<file path="src/rtl/wrap_pkg.sv">
package wrap_pkg;
   typedef enum logic [0:0] {
      DSEG_BYP = 1'b0,
      DSEG_USR = 1'b1
   } dseg_e;
endpackage

</file>
<file path="src/rtl/wrap_seg.sv">
module wrap_seg #(
   parameter int          W       = 4,
   parameter bit          HAS_UPD = 1'b1,
   parameter logic [W-1:0] RST_UPD = '0
) (
   input  logic         clk,
   input  logic         rst_n,
   input  logic         sel,
   input  logic         cap,
   input  logic         shf,
   input  logic         upd,
   input  logic         si,
   input  logic [W-1:0] cap_val,
   output logic [W-1:0] sr_q,
   output logic [W-1:0] upd_q
);
   initial begin
      if (W < 1) $error("wrap_seg: W must be at least 1");
   end

   logic [W:0] cat;
   always_comb cat = {si, sr_q};

   always_ff @(posedge clk or negedge rst_n) begin
      if (!rst_n) begin
         sr_q <= '0;
      end else if (sel) begin
         if (shf)      sr_q <= cat[W:1];
         else if (cap) sr_q <= cap_val;
      end
   end

   generate
      if (HAS_UPD) begin : g_upd
         always_ff @(posedge clk or negedge rst_n) begin
            if (!rst_n)                 upd_q <= RST_UPD;
            else if (sel && upd && !shf) upd_q <= sr_q;
         end

         upd_hold_chk: assert property (@(posedge clk) disable iff (!rst_n)
            (!upd || !sel) |=> $stable(upd_q));

         upd_noshift_chk: assert property (@(posedge clk) disable iff (!rst_n)
            shf |=> $stable(upd_q));
      end else begin : g_noupd
         assign upd_q = '0;
      end
   endgenerate


   shift_in_chk: assert property (@(posedge clk) disable iff (!rst_n)
      (sel && shf) |=> sr_q[W-1] == $past(si));
endmodule

</file>
<file path="src/rtl/wrap_decode.sv">
module wrap_decode
   import wrap_pkg::*;
#(
   parameter int              IR_W     = 4,
   parameter logic [IR_W-1:0] CODE_USR = 1
) (
   input  logic [IR_W-1:0] ir_act,
   output dseg_e           dseg
);
   always_comb begin
      if (ir_act == CODE_USR) dseg = DSEG_USR;
      else                    dseg = DSEG_BYP;
   end
endmodule

</file>
<file path="src/rtl/core_wrap_ctrl.sv">
module core_wrap_ctrl
   import wrap_pkg::*;
#(
   parameter int               IR_W        = 4,
   parameter int               UDR_W       = 8,
   parameter logic [IR_W-1:0]  CODE_BYP    = 4'b0000,
   parameter logic [IR_W-1:0]  CODE_USR    = 4'b0001,
   parameter logic [IR_W-1:0]  IR_CAPT     = 4'b0101,
   parameter bit               OUT_ON_FALL = 1'b1
) (
   input  logic             wrck,
   input  logic             wrst_n,
   input  logic             sel_ir,
   input  logic             shift_en,
   input  logic             capture_en,
   input  logic             update_en,
   input  logic             ser_in,
   output logic             ser_out,
   output logic [UDR_W-1:0] udr_q
);
   localparam int BYP_W = 1;

   initial begin
      if (IR_W < 2)              $error("core_wrap_ctrl: IR_W must be at least 2");
      if (IR_CAPT[1:0] != 2'b01) $error("core_wrap_ctrl: IR capture must end in 01");
      if (CODE_BYP == CODE_USR)  $error("core_wrap_ctrl: codes must differ");
      if (UDR_W < 1)             $error("core_wrap_ctrl: UDR_W must be at least 1");
   end

   logic [IR_W-1:0]  ir_sr, ir_act;
   logic [BYP_W-1:0] byp_sr, byp_unused;
   logic [UDR_W-1:0] usr_sr;
   dseg_e            dseg;
   logic             byp_sel, usr_sel, so_pre;

   wrap_seg #(.W(IR_W), .HAS_UPD(1'b1), .RST_UPD(CODE_BYP)) ir_i (
      .clk(wrck), .rst_n(wrst_n), .sel(sel_ir), .cap(capture_en),
      .shf(shift_en), .upd(update_en), .si(ser_in), .cap_val(IR_CAPT),
      .sr_q(ir_sr), .upd_q(ir_act));

   wrap_decode #(.IR_W(IR_W), .CODE_USR(CODE_USR)) dec_i (
      .ir_act(ir_act), .dseg(dseg));

   assign byp_sel = !sel_ir && (dseg == DSEG_BYP);
   assign usr_sel = !sel_ir && (dseg == DSEG_USR);

   wrap_seg #(.W(BYP_W), .HAS_UPD(1'b0), .RST_UPD(1'b0)) byp_i (
      .clk(wrck), .rst_n(wrst_n), .sel(byp_sel), .cap(capture_en),
      .shf(shift_en), .upd(update_en), .si(ser_in), .cap_val(1'b0),
      .sr_q(byp_sr), .upd_q(byp_unused));

   wrap_seg #(.W(UDR_W), .HAS_UPD(1'b1), .RST_UPD('0)) usr_i (
      .clk(wrck), .rst_n(wrst_n), .sel(usr_sel), .cap(capture_en),
      .shf(shift_en), .upd(update_en), .si(ser_in), .cap_val(udr_q),
      .sr_q(usr_sr), .upd_q(udr_q));

   always_comb begin
      if (sel_ir)                so_pre = ir_sr[0];
      else if (dseg == DSEG_USR) so_pre = usr_sr[0];
      else                       so_pre = byp_sr[0];
   end

   generate
      if (OUT_ON_FALL) begin : g_fall
         always_ff @(negedge wrck or negedge wrst_n) begin
            if (!wrst_n) ser_out <= 1'b0;
            else         ser_out <= so_pre;
         end
      end else begin : g_rise
         always_ff @(posedge wrck or negedge wrst_n) begin
            if (!wrst_n) ser_out <= 1'b0;
            else         ser_out <= so_pre;
         end
      end
   endgenerate


   ir_capt_chk: assert property (@(posedge wrck) disable iff (!wrst_n)
      (sel_ir && capture_en && !shift_en) |=> ir_sr == IR_CAPT);

   dseg_hold_chk: assert property (@(posedge wrck) disable iff (!wrst_n)
      (!update_en || shift_en || !sel_ir) |=> $stable(dseg));

   byp_capt_chk: assert property (@(posedge wrck) disable iff (!wrst_n)
      (byp_sel && capture_en && !shift_en) |=> byp_sr == '0);

   udr_other_chk: assert property (@(posedge wrck) disable iff (!wrst_n)
      !usr_sel |=> $stable(udr_q));

   rst_state_chk: assert property (@(posedge wrck) !wrst_n |-> (udr_q == '0 && dseg == DSEG_BYP));
endmodule

</file>
<file path="config.mk">
export PLATFORM = sky130hd
export DESIGN_NAME = core_wrap_ctrl
export DESIGN_NICKNAME = d
export VERILOG_FILES = /design/src/rtl/wrap_pkg.sv /design/src/rtl/wrap_seg.sv /design/src/rtl/wrap_decode.sv /design/src/rtl/core_wrap_ctrl.sv
export SDC_FILE = /design/constraint.sdc
export NUM_CORES = 1
export LEC_CHECK = 0
export BUFFER_PORTS_ARGS = -buffer_cell sky130_fd_sc_hd__buf_2
export CAP_MARGIN = 20
export CORE_UTILIZATION = 40
export DETAILED_ROUTE_END_ITERATION = 10
export GPL_TIMING_DRIVEN = 0
export MAX_ROUTING_LAYER = met4
export SETUP_SLACK_MARGIN = 0.1
export SYNTH_ARGS = -nofsm -noshare
export SYNTH_HDL_FRONTEND = slang
export SYNTH_SLANG_ARGS = --single-unit
export TNS_END_PERCENT = 5
</file>
<file path="constraint.sdc">
create_clock -name wrck -period 2.35 [get_ports wrck]
set_clock_uncertainty 0.05 [all_clocks]
set_input_delay 0.1175 -clock wrck [delete_from_list [all_inputs] [get_ports wrck]]
set_output_delay 0.1175 -clock wrck [all_outputs]
set_load 0.005 [all_outputs]
</file>
======== Word-level counts from Yosys, hierarchy flattened ========
Cells that the tools add are included.
cells by class
  $add $sub $neg .......................... 0
  multiply operators ...................... 0
  div/mod/pow operators ................... 0
  order comparisons ....................... 0
  equality and inequality tests ........... 1
  shift-type cells ........................ 0
  mux-type cells .......................... 9
  bitwise gates (word level) .............. 1
  reductions and logical operators ........ 12
operator list
  operator              number
  $mux W8               2
  $mux W4               2
  $logic_and A1 B1 Y1   6
  $reduce_and A2 Y1     3
  $mux W1               5
  $eq A4 B1 Y1 const B  1
  $logic_not A1 Y1      2
  $reduce_bool A2 Y1    1
  $not A1 Y1            1
storage, ports and cells
  register bits ........................... 26
  bits in latches ......................... 0
  bits in writable memories ............... 0
  memory bits (read-only) ................. 0
  bits of input ports ..................... 7
  output and inout port bits .............. 9
  logic and storage cells ................. 29
  memories ................................ 0

======== Logic depth before layout (Yosys ltp) ========
  depth after elaboration ................. 5
  mapped depth ............................ 5
  depth with buffers taken out ............ 3

======== Modules after synthesis ========
From an unflattened synthesis, not the netlist that was laid out.
unflattened totals
  cell total of the unflattened synthesis .. 104
  area, all modules ....................... 1209.9 µm²
by module, submodules not included
  module             instances  cells each  area each (µm²)  seq. area each (µm²)
  wrap_seg at usr_i  1          56          679.4            400.4
  wrap_seg at ir_i   1          31          382.9            200.2
  wrap_seg at byp_i  1          8           71.3             25.0
  core_wrap_ctrl     1          8           61.3             25.0
  wrap_decode        1          1           15.0             0.0

==> summary.txt <==
Worst setup path
  – CP max FO: 4
  – Max stage delay on crit path: 0.53 ns
  – Crit path launch: ir_i.upd_q[1]
  – Start of the worst register-to-register path: ir_i.upd_q[1]
  – Crit path to: ser_out
  – CP bufs+invs: 2
  – Reg2reg path depth: 5
  – Type of the worst setup path: reg2reg
  – WP data arrival: 1.70 ns
  – Delay-heaviest family, CP: simple AND/OR/NAND/NOR gates
  – Crit. End Element: register
  – Crit-path cells: or4b_4 > buf_6 > clkbuf_16 > nand3_2 > o211ai_1
  – Reg2reg setup slack: -0.43 ns
  – Critical Path RT: 1.27 ns
  – Worst path slowest cell: or4b_4
  – Critical path depth: 5
  – CP startpoint kind: register
  – RR Endpoint: ser_out

Routing
  – Top sig layer: met4
  – Vias/cell: 5.96
  – DRC violations left: 2
  – Met3 WL: 153 µm
  – Vias post-DR: 900
  – Antenna Violating Nets Remaining: 0
  – 1st-iter DRT viols: 19
  – First-pass iteration count of the detailed router: 7
  – Wl on met1: 1.27 mm
  – Met2 WL: 1.15 mm
  – Wirelength per Cell: 17.1 µm
  – DRT Wirelength: 2.59 mm

Flow run
  – Max_cap viols: 0

Clock tree
  – TritonCTS Sinks: 26
  – TritonCTS clock tree: built
  – Root buffer cell: clkbuf_4
  – Total CTS buffers: 3
  – Clock Pin Slew Worst Setup and Hold Paths: 0.14 ns
  – Clock Latency Late Sink: 0.32 ns
  – CTS Buffer Depth: 2
  – H-tree depth: 1

Place
  – DP HPWL: 1.68 mm
  – Port Buf Inserts: 13
  – Worst slack at placement: -0.490 ns
  – Gpl congestion: 0.762

Logic synthesis
  – Avg Cell Area, Syn: 12.4 µm²
  – Mapped Cells: 98
  – Cell variety after synth: 22
  – Syn_nets: 105
  – Largest area contributor in the netlist: dfrtp_1
  – Post-synthesis cell area: 0.00121 mm²
  – YS warnings: 0
  – Sequential share of the synthesized area: 53.6%
  – Area share of the largest cell type after synthesis: 51.5%
  – Synth top area cells: dfrtp_1 51%, mux2_2 11%, a221o_1 6.6%
  – #FFs+latches synth: 26

Global route
  – Vias in the first global route: 875
  – GRT Residual Overflow: 0
  – Tot GR Track Use: 18.3%
  – Global-route wire length before repair: 4.34 mm
  – Pin count of the biggest net entering global routing: 27
  – Initial antenna violation count: 0

Cells and area
  – Diodes inserted: 0
  – Fillcell total: 261
  – Layout cells sized above 1: 35.0%
  – Multi-input logic area: 512 µm²
  – Synthesis-to-layout area growth: 19.3%
  – # nets final: 128
  – Register area: 651 µm²

Pwr
  – Worst VDD drop: 0.528 mV
  – Cell Pwr Density: 993 mW/mm²
  – Leakage power: 0.652 nW

STA
  – Slew margin rel.: 54.5%
  – Hold Fails Final Rpt: 0
  – Worst-Margin Slew: 0.680 ns
  – RSZ-0062 raised after global routing: true
  – # setup viols final: 9
  – Setup TNS: -0.732 ns
  – Final Max Slew Viols: 0
  – Worst Slack Setup Final: -0.433 ns

Die
  – Io pins: 16
  – Core footprint: 0.00281 mm²
  – Initial core utilization: 43.3%
  – Die height: 57.1 µm
  – Die span in x: 57.1 µm
  – Std cell rows: 19
  – Die area: 0.00326 mm²

Outcome
  – Status: complete, but fails checks
  – Failing checks: DRC, setup timing

Worst hold path
  – Worst Hold Class: in2reg
## cells by family after synthesis
kind of cell | share of synthesized area, %
simple gates | 12.3
compound gates | 17.4
flops | 53.6
buf+inv | 5.66
mux | 11.1
## sequential cells by signal, summed over array words and instances (netlist names)
register	cells
usr_i.sr_q	8
usr_i.upd_q	8
ir_i.sr_q	4
ir_i.upd_q	4
byp_i.sr_q	1
ser_out	1
## cell usage after synthesis
master,number
o22a_1,2
nand2b_1,1
a41o_1,1
and2_1,1
nor4b_4,1
inv_1,10
dfrtp_1,25
dfrtn_1,1
or4b_1,1
a31oi_1,1
clkbuf_1,7
or2_2,1
a221o_1,8
o32ai_1,8
buf_2,1
nor3b_2,1
nand3b_1,9
o211ai_1,1
a32o_1,2
nand2_1,3
mux2_2,12
nand3_1,1
## cells in the final DEF, fill, tap and decap left out
cell type / instances
dfrtp_1: 25
or2_2: 1
o211ai_1: 1
buf_4: 4
buf_2: 13
nor3b_2: 1
or4b_4: 1
a31oi_1: 1
clkbuf_8: 2
nand2_1: 3
clkbuf_1: 5
o22a_1: 2
nand2b_4: 1
clkbuf_16: 1
clkbuf_4: 3
nand3_2: 1
a32o_1: 2
dfrtn_1: 1
inv_1: 10
o32ai_1: 8
a221o_1: 8
buf_6: 1
dlygate4sd3_1: 1
a41o_1: 1
nand3b_1: 9
mux2_2: 12
and2_1: 1
nor4b_4: 1
## through the flow
| stage | std cells | util, % | hold slack (ns) | instance area [µm²] | power, mW |
|---|---|---|---|---|---|
| floorplan | 98 | - | -0.228 | 1240 | 1.02 |
| global placement | 142 | 47.8 | 0.100 | 1340 | 1.16 |
| detailed placement | 142 | 47.8 | 0.105 | 1340 | 1.18 |
| CTS | 150 | 51.2 | 0.0134 | 1440 | 1.44 |
| global route | 151 | 51.7 | 0.00891 | 1450 | 1.54 |
| finish | 151 | 51.7 | 0.0210 | 1450 | 1.44 |
## worst min-delay path by stage
stage	start	to	slack (ns)	cells past startpoint
2_1_floorplan	wrst_n	byp_i.sr_q	-0.23	0
3_3_place_gp	wrst_n	usr_i.upd_q[2]	0.10	1
3_5_place_dp	wrst_n	usr_i.upd_q[2]	0.11	1
4_1_cts	ser_in	usr_i.sr_q[7]	0.01	2
5_1_grt	ser_in	usr_i.sr_q[7]	0.009	2
6_report	ser_in	usr_i.sr_q[7]	0.02	2
## power breakdown
group	internal (mW)	switching (mW)	leakage [nW]
logic	0.277	0.180	0.333
clock network	0.0948	0.134	0.0210
registers	0.618	0.137	0.298
## per-layer routing
metal / GRT usage [%] / up-vias
li1: - / 421
met1: 24.7 / 450
met2: 27.4 / 27
met3: 4.76 / 2
met4: 5.23 / 0
met5: - / -
## area by class of cell
type,count,share of cell area [%]
flip-flops and latches,26,44.9
plain buffers,8,4.75
clock buffers,4,2.50
well taps,31,2.68
repair buffers,18,7.25
inverters,10,2.59
multi-input cells,54,35.3
## timing repair
action | CTS | global route
setup endpoints to repair | 9 | 9
hold endpoints to repair | 25 | 0
pin swaps | 2 | 1
gates resized for setup | 4 | 1
buffers inserted | 3 | 1
hold buffers | 1 | 0
Power figures use the tool's default switching activity.
